`config.mk`:
```
export PLATFORM = sky130hd
export DESIGN_NAME = mport_tstamp
export DESIGN_NICKNAME = d
export VERILOG_FILES = /design/src/rtl/mport_tstamp_pkg.sv /design/src/rtl/mport_tstamp_prescale.sv /design/src/rtl/mport_tstamp_count.sv /design/src/rtl/mport_tstamp_rdport.sv /design/src/rtl/mport_tstamp.sv
export SDC_FILE = /design/constraint.sdc
export NUM_CORES = 1
export LEC_CHECK = 0
export ABC_AREA = 1
export BUFFER_PORTS_ARGS = -buffer_cell sky130_fd_sc_hd__buf_2
export CAP_MARGIN = 10
export CELL_PAD_IN_SITES_DETAIL_PLACEMENT = 0
export CELL_PAD_IN_SITES_GLOBAL_PLACEMENT = 1
export CORE_ASPECT_RATIO = 0.8
export CORE_MARGIN = 2
export CORE_UTILIZATION = 35
export DETAILED_ROUTE_END_ITERATION = 8
export PLACE_DENSITY = 0.82
export SETUP_SLACK_MARGIN = 0.4
export SYNTH_ARGS = -nofsm -noshare
export SYNTH_HDL_FRONTEND = slang
export SYNTH_SLANG_ARGS = --single-unit
```
`constraint.sdc`:
```
create_clock -name clk -period 1.6 [get_ports clk]
set_clock_uncertainty 0.05 [all_clocks]
set_input_delay 0.32 -clock clk [delete_from_list [all_inputs] [get_ports clk]]
set_output_delay 0.32 -clock clk [all_outputs]
set_load 0.01 [all_outputs]
```
`src/rtl/mport_tstamp_pkg.sv`:
```
package mport_tstamp_pkg;

  // Width of a prescaler phase counter for a given divide count.
  function automatic int unsigned div_cnt_w(input int unsigned div);
    return (div > 1) ? $clog2(div) : 1;
  endfunction

endpackage

```
`src/rtl/mport_tstamp_prescale.sv`:
```
module mport_tstamp_prescale
  import mport_tstamp_pkg::*;
#(
  parameter int unsigned TICK_DIV = 1
) (
  input  logic clk,
  input  logic rst_n,
  output logic tick
);

  localparam int unsigned PW = div_cnt_w(TICK_DIV);

  generate
    if (TICK_DIV <= 1) begin : g_every
      assign tick = 1'b1;
    end else begin : g_div
      localparam logic [PW-1:0] LAST = PW'(TICK_DIV - 1);
      logic [PW-1:0] phase;

      always_ff @(posedge clk or negedge rst_n) begin
        if (!rst_n)            phase <= '0;
        else if (phase == LAST) phase <= '0;
        else                   phase <= phase + PW'(1);
      end

      assign tick = (phase == LAST);

      // Two ticks never fall in back-to-back cycles when dividing.
      assert_tick_gap_R5: assert property (@(posedge clk) disable iff (!rst_n)
        tick |=> !tick);
    end
  endgenerate

endmodule

```
`src/rtl/mport_tstamp_count.sv`:
```
module mport_tstamp_count #(
  parameter int unsigned TS_W    = 64,
  parameter bit          SEED_EN = 1'b1
) (
  input  logic            clk,
  input  logic            rst_n,
  input  logic            tick,
  input  logic            ld_valid,
  input  logic [TS_W-1:0] ld_value,
  output logic            ld_fire,
  output logic [TS_W-1:0] count
);

  function automatic logic [TS_W-1:0] bump(input logic [TS_W-1:0] v);
    return v + TS_W'(1);
  endfunction

  assign ld_fire = SEED_EN && ld_valid;

  always_ff @(posedge clk or negedge rst_n) begin
    if (!rst_n)       count <= '0;
    else if (ld_fire) count <= ld_value;
    else if (tick)    count <= bump(count);
  end

  assert_load_wins_R7: assert property (@(posedge clk) disable iff (!rst_n)
    ld_fire |=> count == $past(ld_value));

  assert_step_R5: assert property (@(posedge clk) disable iff (!rst_n)
    (!ld_fire && tick) |=> count == bump($past(count)));

  assert_hold_R5: assert property (@(posedge clk) disable iff (!rst_n)
    (!ld_fire && !tick) |=> $stable(count));

endmodule

```
`src/rtl/mport_tstamp_rdport.sv`:
```
module mport_tstamp_rdport #(
  parameter int unsigned TS_W = 64
) (
  input  logic            clk,
  input  logic            rst_n,
  input  logic            req,
  input  logic [TS_W-1:0] ts,
  output logic            vld,
  output logic [TS_W-1:0] data
);

  always_ff @(posedge clk or negedge rst_n) begin
    if (!rst_n) begin
      vld  <= 1'b0;
      data <= '0;
    end else begin
      vld <= req;
      if (req) data <= ts;
    end
  end

  assert_resp_R2: assert property (@(posedge clk) disable iff (!rst_n)
    req |=> vld);

  assert_idle_R2: assert property (@(posedge clk) disable iff (!rst_n)
    !req |=> !vld);

  assert_keep_R10: assert property (@(posedge clk) disable iff (!rst_n)
    !req |=> $stable(data));

  assert_value_R3: assert property (@(posedge clk) disable iff (!rst_n)
    req |=> data == $past(ts));

endmodule

```
`src/rtl/mport_tstamp.sv`:
```
module mport_tstamp #(
  parameter int unsigned TS_W     = 64,
  parameter int unsigned NPORTS   = 2,
  parameter int unsigned TICK_DIV = 1,
  parameter bit          SEED_EN  = 1'b1
) (
  input  logic                     clk,
  input  logic                     rst_n,
  input  logic                     ld_valid,
  input  logic [TS_W-1:0]          ld_value,
  input  logic [NPORTS-1:0]        rd_req,
  output logic [NPORTS-1:0]        rd_valid,
  output logic [NPORTS*TS_W-1:0]   rd_data
);

  logic            tick;
  logic            ld_fire;
  logic [TS_W-1:0] count;

  mport_tstamp_prescale #(.TICK_DIV(TICK_DIV)) u_pre (
    .clk  (clk),
    .rst_n(rst_n),
    .tick (tick)
  );

  mport_tstamp_count #(.TS_W(TS_W), .SEED_EN(SEED_EN)) u_cnt (
    .clk     (clk),
    .rst_n   (rst_n),
    .tick    (tick),
    .ld_valid(ld_valid),
    .ld_value(ld_value),
    .ld_fire (ld_fire),
    .count   (count)
  );

  for (genvar p = 0; p < NPORTS; p++) begin : g_port
    mport_tstamp_rdport #(.TS_W(TS_W)) u_rd (
      .clk  (clk),
      .rst_n(rst_n),
      .req  (rd_req[p]),
      .ts   (count),
      .vld  (rd_valid[p]),
      .data (rd_data[p*TS_W +: TS_W])
    );
  end

  if (NPORTS > 1) begin : g_same
    assert_same_value_R4: assert property (@(posedge clk) disable iff (!rst_n)
      (rd_valid[0] && rd_valid[1]) |-> rd_data[0 +: TS_W] == rd_data[TS_W +: TS_W]);
  end

  if (!SEED_EN) begin : g_local
    assert_ignore_load_R8: assert property (@(posedge clk) disable iff (!rst_n)
      (ld_valid && !tick) |=> $stable(count));
  end

endmodule

```
After elaboration in Yosys (flattened, before gate mapping) --
Index checks and enable logic that the tools add are counted.
Storage, ports and cells: bits in registers 194, latch bits 0, bits in writable memories 0, ROM bits 0, memories kept 0
Operators by class: add/sub/neg operators 1, $mul 0, divide/modulo/power cells 0, $lt $le $gt $ge 0, eq/ne operators 0, shift operators 0, muxes and demuxes 1, bitwise operators 0, reductions and logical operators 0
Operators with widths (number):
- adder 64 x 1 -> 64 bit (second input constant) | 1
- 2-to-1 mux 64 bit | 1

Longest topological paths before layout --
word-level depth 2, gate-level depth with buffers 11

Cells and area by module --
Synthesis repeated with hierarchy kept, for this count alone.
Unflattened totals: cell total of the unflattened synthesis 1224, area, all modules 9546.7 um^2
By module, submodules not included:
- mport_tstamp_rdport | instances 2, cells an instance 271, area each 2471.1 um^2, seq. area each 1626.6 um^2
- mport_tstamp_count | instances 1, cells an instance 680, area each 4593.2 um^2, seq. area each 1601.5 um^2
- mport_tstamp_prescale | instances 1, cells an instance 2, area each 11.3 um^2, seq. area each 0.0 um^2

Least setup slack after synthesis --
OpenSTA, ideal clock, no wires.
path type flip-flop to flip-flop, start register u_cnt.count[1], end register u_cnt.count[56], setup time 0.118 ns, arrival time 1.381 ns, path slack 0.051 ns, cell stages (with the launch flop) 11, cell sequence dfrtp_1 > ha_1 > nand2_1 > nor2_4 > nand2_2 > nor2_4 > nand2_1 > nor2_1 > nand2_1 > nand3_1 > nand2_1
On the way: longest elaborated chain between the ends 2
RTL lines:
- from (decl) | line mport_tstamp_count.sv:11 | output logic [TS_W-1:0] count
- from (signal assigned) | line mport_tstamp_count.sv:22 | else if (ld_fire) count <= ld_value;
- from (signal assigned) | line mport_tstamp_count.sv:23 | else if (tick) count <= bump(count);
- adder 64 x 1 -> 64 bit | line mport_tstamp_count.sv:15 | return v + TS_W'(1);
- 2-to-1 mux 64 bit | line mport_tstamp_count.sv:22
No other way between the ends. A chain may end at the register's enable or synchronous reset.

Worst setup path after layout --
start register u_cnt.count[1], end register u_cnt.count[16]
The elaborated chain is that of the path after synthesis.

==> results.ini <==
[timing]
worst_slew_pin_slew_ns=0.332
timing_max_transition_violations_final=0
post-route-min-period_ns=1.72
final-setup-viol-count=36
final_critical_path_setup_slack_ns=-0.116
fin_crit_sh_pct=107
rsz0062_at_grt=true
finalHoldViolCount=0
slew_headroom_pct=77.9
fmax_ghz=0.583

[placed_design]
placed_cell_area_um2=11600
numPortBuffers=198
dp_hpwl_mm=22.0
gp_congestion=0.956
dp_slack_ns=-0.169

[critical_path]
path_max_fanout=4
crit_path_cell_trace=ha_2 > nand2_2 > nor2_4 > nand2_4 > nor2_4 > buf_6 > buf_4 > buf_6 > xnor2_2 > o21ai_1
regToRegStartpoint=u_cnt.count[1]$_DFF_PN0_
crit_required_ns=1.90
critPathLaunch=u_cnt.count[1]$_DFF_PN0_
setup.worst_path.start_class=flip-flop
cp.arrival_ns=2.01
critical_path.max_stage_delay_ns=0.37
critical_path.top_delay_family=simple AND/OR/NAND/NOR gates
critical_path.endpoint_type=flip-flop
critical_path_slowest_stage_cell=dfrtp_1
path_buf_inv=3
criticalPathCategory=flip-flop to flip-flop

[synthesis]
synth_area_leaders=dfrtp_1 54%, mux2_2 12%, nand2_1 12%, nor2_1 5.9%, nand3_1 2.3%
syn-instance-count=967
syn-cell-area_um2=9030
yosysSeqAreaShare_pct=53.8
ys_seq_elements=194
top_cell_type_by_total_area_after_synthesis=dfrtp_1
ys_types=27
yosys_warnings=0
syn-num-nets=1037
yosysTopAreaCellShare_pct=53.8
avgSynthCellArea_um2=9.34

[power_and_ir_drop]
vdd_ir_drop_max_uv=834
combinationalPowerShare_pct=21.7
leakage_nw=6.55
netSwitchingPower_w=0.00394
pnr_total_power_w=0.0132
power.share.switching_pct=29.9
p_seq_share_pct=44.8
internal-power_w=0.00922
power.clock.fraction_pct=33.5
pwr_density_cell_nw_per_um2=968

[floorplanning]
die_w_um=184
floorplan.die_area_um2=27100
core_um2=25300
die_h_um=148
io-pin-count=199
floorplan.initialDensity_pct=35.7
placementRows=52

[finish]
final_common_cell=nand2_1
fillCellCount=2318
layout_common_cells=242 x nand2_1, 196 x buf_4, 189 x dfrtp_1
layout-drive-gt1-share_pct=50.8
stdcell_area_um2=13600
flow.area_growth_from_synthesis_pct=50.5
insertedDiodeCount=0
finalNetCount=1454

[clock_tree]
cts_made_buffers=17
cts.reportedPaths.clkPinSlew_ns=0.08
cts_tree=built
cts_num_sinks=194
cts_max_path_buffers=2
h-tree-depth=4
clk_latency_ns=0.46
cts.root.buffer_cell=clkbuf_16

[grt]
pin_count_of_the_biggest_net_entering_global_routing=49
number_of_global_route_vias_before_repair=8281
global_route_total_overflow=0
grt_antenna_before_repair=2
globalRouteTotalUtil_pct=22.4
global_route_wire_length_before_repair_mm=46.2

[route]
drt-initial-drc-count=458
drcViolationCount=0
route.detailed.vias_per_inst=4.82
ant_nets=0
finalWirelength_mm=30.1
num_vias=8300
routedWlPerCell_um=17.5
dr.pass1.iters=5

[worst_hold_path]
hold_start=ld_value[35]
min_path_type=input port to flip-flop

[run_status]
violations=negative setup slack
status=finished with violations

[job]
timing.max_cap.violations=0

## registers in the layout, indices dropped and copies added (netlist names)
register          cells
g_port.u_rd.vld       2
u_cnt.count          64
g_port.u_rd.data    128
## per-layer routing
layer	vias up	part of all wire, %	GRT usage, %
met5	-	0.043	0
met4	2	1.0	5.04
met3	27	6.7	6.11
met2	234	44	33.4
met1	4064	48	32.6
li1	3973	-	-
## worst min-delay path, cell delays in order
cell	delay (ns)
buf_2	0.08
nand2_1	0.04
nand2_1	0.04
## power groups by stage
stage / Sequential (W) / Clock, W / Combinational [W]
floorplan: 0.00614 / 0 / 0.000886
CTS: 0.00586 / 0.00448 / 0.00259
detailed placement: 0.00595 / 0 / 0.00234
finish: 0.00589 / 0.00441 / 0.00286
global route: 0.00596 / 0.00469 / 0.00311
global placement: 0.00593 / 0 / 0.00229
## worst paths after layout
kind / to / slack (ns) / cells past startpoint
hold / removal: u_cnt.count[35]$_DFF_PN0_ / 0.01 / 3
max in group asynchronous: u_cnt.count[48]$_DFF_PN0_ / 0.61 / 3
setup reg to reg: u_cnt.count[16]$_DFF_PN0_ / -0.12 / 10
hold reg to reg: g_port[0].u_rd.data[17]$_DFFE_PN0P_ / 0.45 / 1
min in group asynchronous: g_port[0].u_rd.data[1]$_DFFE_PN0P_ / 0.29 / 2
setup / recovery: u_cnt.count[16]$_DFF_PN0_ / -0.12 / 10
## logic make-up (layout without fill, tap and decap cells)
logic type	count (synthesis)	in the layout	synth area share [%]
adders and majority gates	1	1	0.139
buffers and inverters	62	492	2.80
AOI/OAI and AO/OA	78	78	4.96
DFF	194	194	53.8
muxes	100	100	12.5
xor gates and xnor gates	24	24	2.33
and+or+nand+nor	508	508	23.5
## through the flow
step                utilization [%]  std cells  hold slack (ns)  TNS (ns)
floorplan                         -        967          -0.0256         0
global placement               45.8       1603            0.204     -1.53
detailed placement             45.8       1603            0.205     -2.31
CTS                            50.8       1681        0.0000268     -1.10
global route                   53.7       1721          0.00415     -5.94
finish                         53.7       1721           0.0110     -1.48
## timing repair
item | CTS | global route
pin swaps | 41 | 58
hold buffers | 7 | 0
endpoints found under the setup margin | 191 | 191
hold endpoints to repair | 33 | 0
buffers inserted | 39 | 40
resized for setup | 91 | 110
## area by class of cell
type                            count  area, µm²  share of cell area [%]
Clock buffer                       17        425                    3.13
Clock inverter                     15        165                    1.22
Inverter                           29        111                   0.820
Multi-Input combinational cell    711       4500                    33.1
Sequential cell                   194       4860                    35.8
Tap cell                          324        405                    2.98
Timing Repair Buffer              431       3120                    23.0
## synthesized netlist by cell type
library cell and count:
nand3_1 42, nor2_4 4, nor2_8 1, inv_1 26
inv_2 2, xnor2_1 13, nand2_1 279, o21bai_1 23
ha_1 1, dfrtp_1 194, nand2_4 4, nor2_2 11
nor2_1 143, o21ai_0 14, a21oi_1 30, clkbuf_1 20
buf_4 2, buf_1 1, nand3b_1 2, nand2_2 11
o21ai_1 11, xor2_1 11, nand4_1 10, clkinv_1 1
buf_2 10, mux2_2 100, or2_2 1
Note: power is estimated with default switching activity, not from simulation.
